**src/rtl/ladder_pwr_seq.sv**
```systemverilog
module ladder_pwr_seq #(
  parameter int SHORT_TICKS = 16,
  parameter int LONG_TICKS  = 32
) (
  input  logic       clk,
  input  logic       rst_n,
  input  logic       reg_wr_en,
  input  logic [7:0] reg_wdata,
  output logic [7:0] reg_rdata,
  input  logic       wave_long,
  input  logic       tick_en,
  input  logic       ivl_start,
  output logic [1:0] pwr_lvl,
  output logic       a_phase
);
  localparam int CW = $clog2(LONG_TICKS);
  localparam logic [CW-1:0] SHORT_LAST = CW'(SHORT_TICKS - 1);
  localparam logic [CW-1:0] LONG_LAST  = CW'(LONG_TICKS - 1);

  logic [6:0]    cfg_q;
  logic [1:0]    act_a_q, act_b_q;
  logic [2:0]    act_n_q;
  logic          act_long_q;
  logic [CW-1:0] cnt_q;
  logic [1:0]    pwr_q;
  logic          aph_q;

  logic [CW-1:0] last_pos, cnt_d;
  logic [1:0]    a_d, b_d;
  logic [2:0]    n_d;
  logic          wrap, load, in_a_d;

  assign reg_rdata = {cfg_q[6:3], 1'b0, cfg_q[2:0]};
  assign pwr_lvl   = pwr_q;
  assign a_phase   = aph_q;

  assign last_pos = act_long_q ? LONG_LAST : SHORT_LAST;
  assign wrap     = tick_en && (cnt_q == last_pos);
  assign load     = ivl_start || wrap;

  assign cnt_d  = load ? '0 : (tick_en ? cnt_q + 1'b1 : cnt_q);
  assign a_d    = load ? cfg_q[6:5] : act_a_q;
  assign b_d    = load ? cfg_q[4:3] : act_b_q;
  assign n_d    = load ? cfg_q[2:0] : act_n_q;
  assign in_a_d = cnt_d < CW'(n_d);

  always_ff @(posedge clk or negedge rst_n) begin
    if (!rst_n) begin
      cfg_q <= '0;
    end else if (reg_wr_en) begin
      cfg_q <= {reg_wdata[7:4], reg_wdata[2:0]};
    end
  end

  always_ff @(posedge clk or negedge rst_n) begin
    if (!rst_n) begin
      act_a_q    <= '0;
      act_b_q    <= '0;
      act_n_q    <= '0;
      act_long_q <= 1'b0;
      cnt_q      <= '0;
      pwr_q      <= '0;
      aph_q      <= 1'b0;
    end else begin
      act_a_q <= a_d;
      act_b_q <= b_d;
      act_n_q <= n_d;
      if (load) act_long_q <= wave_long;
      cnt_q <= cnt_d;
      pwr_q <= in_a_d ? a_d : b_d;
      aph_q <= in_a_d;
    end
  end


  cnt_bound_chk: assert property (@(posedge clk) disable iff (!rst_n)
    cnt_q <= last_pos);


  idle_hold_chk: assert property (@(posedge clk) disable iff (!rst_n)
    (!tick_en && !ivl_start) |=> ($stable(cnt_q) && $stable(pwr_lvl) && $stable(a_phase)));


  restart_chk: assert property (@(posedge clk) disable iff (!rst_n)
    ivl_start |=> (cnt_q == '0));


  cfg_hold_chk: assert property (@(posedge clk) disable iff (!rst_n)
    !load |=> ($stable(act_n_q) && $stable(act_a_q) && $stable(act_b_q) && $stable(act_long_q)));


  zero_len_chk: assert property (@(posedge clk) disable iff (!rst_n)
    (act_n_q == 3'd0) |-> !a_phase);


  phase_lvl_chk: assert property (@(posedge clk) disable iff (!rst_n)
    pwr_lvl == (a_phase ? act_a_q : act_b_q));


  always_comb rsvd_zero_chk: assert (!rst_n || reg_rdata[3] == 1'b0);
endmodule

```
**config.mk**
```make
export PLATFORM = sky130hd
export DESIGN_NAME = ladder_pwr_seq
export DESIGN_NICKNAME = d
export VERILOG_FILES = /design/src/rtl/ladder_pwr_seq.sv
export SDC_FILE = /design/constraint.sdc
export NUM_CORES = 1
export LEC_CHECK = 0
export BUFFER_PORTS_ARGS = -buffer_cell sky130_fd_sc_hd__buf_2
export CAP_MARGIN = 20
export CORE_MARGIN = 5
export CORE_UTILIZATION = 40
export DETAILED_ROUTE_END_ITERATION = 10
export MAX_ROUTING_LAYER = met4
export PLACE_DENSITY_LB_ADDON = 0.15
export SETUP_SLACK_MARGIN = 0.02
export SLEW_MARGIN = 15
export SYNTH_ARGS = -nofsm -noshare
export SYNTH_HDL_FRONTEND = slang
export SYNTH_SLANG_ARGS = --single-unit
```
**constraint.sdc**
```tcl
create_clock -name clk -period 7 [get_ports clk]
set_input_delay 0 -clock clk [delete_from_list [all_inputs] [get_ports clk]]
set_output_delay 0 -clock clk [all_outputs]
set_load 0.1 [all_outputs]
```
==> impl_metrics.tcl <==
set metrics [dict create \
    row_count 18 \
    rsz0062_at_grt "false" \
    layout-drive-gt1-share 0.414 \
    power_frac_clock 0.187 \
    wirelength_mm 1.95 \
    yosysWarnings 0 \
    crit_path_max_fanout 14 \
    endpoint_kind "register" \
    grt_start_max_net_pins 24 \
    num-nets-final 129 \
    intPower_w 0.000200 \
    ys_seq_elements 23 \
    ios 25 \
    cts_setup_buffers 0 \
    setup_slack_ns 4.29 \
    place_inst 127 \
    ctsHtreeMaxLevel 1 \
    synth_top_area_cell "dfrtp_1" \
    worst_clock_skew_ns 0.00823 \
    maxCapViolations 0 \
    hp-class "input pin to register" \
    p_seq_frac 0.465 \
    power_switching_w 0.000135 \
    cp.arrival_ns 2.93 \
    ys_seq_area_frac 0.537 \
    worstMarginPinSlew_ns 0.506 \
    area_growth_pct 23.6 \
    drtAntennaViolNets 0 \
    preCtsSetupSlack_ns 4.26 \
    clkTransAtPathRegs_ns 0.13 \
    criticalPathCategory "register to register" \
    slew_violations 0 \
    routed_via_density 4.84 \
    grt_pass1_wl_mm 3.37 \
    cts.repair.resized 0 \
    fin_crit_ns 2.71 \
    ys_top_cells_by_area "dfrtp_1 (54%), mux2_2 (15%), ha_1 (3.5%), mux2i_1 (2.8%), o311ai_4 (2.5%)" \
    clkSinkCount 23 \
    p_comb_frac 0.348 \
    stdcell_count 141 \
    grt_use_total 0.128 \
    start_util 0.425 \
    syn_area_mm2 0.00107 \
    numCtsBuffers 3 \
    die_x_um 61.7 \
    synthCells 78 \
    vdd_drop_max_mv 0.154 \
    clock_latency_ns 0.32 \
    hold_viol 0 \
    antenna_found_initial 0 \
    p_sw_frac 0.403 \
    cts_root_buf "clkbuf_4" \
    drtIter0Drc 17 \
    synth.distinct_cells 28 \
    syn_nets 95 \
    tns_ns 0 \
    drtPass1Iterations 4 \
    die_area_mm2 0.00381 \
    max_slew_margin 0.662 \
    max_freq_mhz 369 \
    fin_crit_sh 0.387 \
    clk_path_buf_depth 2 \
    worst_ep_required_time_ns 7.22 \
    vias 683 \
    fillers 233 \
    yosysTopAreaCellShare 0.537 \
    grt.overflow.total 0 \
    status "completed" \
    dieHeight_um 61.7 \
    setup_violations 0 \
    core_mm2 0.00252 \
    first_global_vias 777 \
    p_leak_nw 0.607 \
    post_dp_cell_area_mm2 0.00120 \
    numPortBuffers 22 \
    fin_area_mm2 0.00132 \
    route.detailed.drc 0 \
    avgSynthCellArea_um2 13.7 \
    powerDensity_mw_per_mm2 253 \
    globalplace.congestion 0.813 \
    hpwl_mm 1.37 \
    critPathLaunchType "register" \
    diodes 0 \
    wl_per_cell_um 13.8 \
    cts_tree "yes" \
]
## worst paths after layout
kind | start | slack, ns | cells past startpoint | endpoint
worst max-delay path | cnt_q[0]$_DFF_PN0_ | 4.29 | 8 | pwr_lvl[0]$_DFF_PN0_
worst max register to register | cnt_q[0]$_DFF_PN0_ | 4.29 | 8 | pwr_lvl[0]$_DFF_PN0_
worst min register to register | act_n_q[0]$_DFF_PN0_ | 0.49 | 1 | act_n_q[0]$_DFF_PN0_
min in group asynchronous | rst_n | 0.17 | 2 | pwr_lvl[0]$_DFF_PN0_
max in group asynchronous | rst_n | 6.49 | 2 | cnt_q[1]$_DFF_PN0_
worst min-delay path | reg_wr_en | 0.05 | 2 | cfg_q[4]$_DFFE_PN0P_
## stage by stage
stage,hold slack [ns],total power [W],utilization
6_report,0.0541,0.000334,0.525
3_5_place_dp,0.00418,0.000272,0.474
5_1_grt,0.0619,0.000355,0.525
3_3_place_gp,0.000628,0.000270,0.474
2_1_floorplan,-0.296,0.000251,-
4_1_cts,0.0547,0.000339,0.525
## cell families (layout without fill, tap and decap cells)
kind of cell / Yosys count / after routing / synth area share
compound gates: 8 / 8 / 0.0830
mux: 17 / 17 / 0.175
flops: 23 / 23 / 0.537
fa+ha+maj: 3 / 3 / 0.0351
xor+xnor: 4 / 4 / 0.0327
buf+inv: 7 / 40 / 0.0350
simple gates: 15 / 15 / 0.0981
other cells: 1 / 1 / 0.00350
## layout by cell type (no fill, tap or decap), types with 2 or more instances in the layout
cell type      synthesis  layout
a21oi_1                2       2
buf_2                  0      22
clkbuf_4               0       3
dfrtp_1               23      23
dlygate4sd3_1          0      10
ha_1                   3       3
inv_1                  4       4
mux2_2                14      14
mux2i_1                3       3
nand2_1                2       2
nor2_1                 2       2
nor2b_1                4       4
xnor2_1                3       3
## metal layers
metal / vias up / global-route usage / wire (µm)
li1: 336 / - / -
met1: 321 / 0.159 / 843
met2: 21 / 0.202 / 973
met3: 5 / 0.0248 / 94
met4: 0 / 0.0576 / 36
met5: - / - / 0
## worst max-delay path, cell delays in order (launching register included)
cell	delay [ns]
dfrtp_1	0.44
ha_1	0.27
and4_4	0.23
a31oi_4	0.38
mux2i_1	0.30
ha_1	0.28
a21oi_1	0.24
o311ai_4	0.17
mux2_2	0.31
## repair_timing
| action | in CTS | in global routing |
|---|---|---|
| hold buffers | 10 | 0 |
| endpoints found under the hold margin | 32 | 0 |
| endpoints found under the setup margin | 0 | 0 |
## cell usage after synthesis, drive strengths merged
cell / count
xnor2: 3
o2111ai: 1
ha: 3
a21o: 1
buf: 2
a31oi: 1
and3: 1
nor2: 2
nand2b: 2
inv: 4
nor2b: 4
mux2: 14
and2b: 1
mux2i: 3
a22oi: 1
clkbuf: 1
o31ai: 1
nand4: 1
and2: 1
nand2: 2
and4: 1
dfrtp: 23
o311ai: 1
xor2: 1
conb: 1
a21oi: 2
## area by class of cell
type                       instances  area, µm²  share of cell area
tap                               30       37.5              0.0284
multi-input combinational         48        458               0.346
timing repair buffer              32        210               0.159
inverter                           4       15.0              0.0113
sequential                        23        576               0.435
clock buffer                       3       22.5              0.0170
clock inverter                     1       5.00             0.00378
## flip-flops by register name, indices dropped and copies added (netlist names)
register / flops
act_a_q: 2
act_long_q: 1
cfg_q: 7
act_n_q: 3
pwr_lvl: 2
a_phase: 1
act_b_q: 2
cnt_q: 5
## power by group through the flow
stage / Combinational, W / Clock (W) / Sequential, W
2_1_floorplan: 0.0000323 / 0 / 0.000218
3_5_place_dp: 0.000113 / 0 / 0.000158
4_1_cts: 0.000118 / 0.0000652 / 0.000156
6_report: 0.000116 / 0.0000624 / 0.000156
3_3_place_gp: 0.000112 / 0 / 0.000158
5_1_grt: 0.000124 / 0.0000725 / 0.000158
Note: power is estimated with default switching activity, not from simulation.
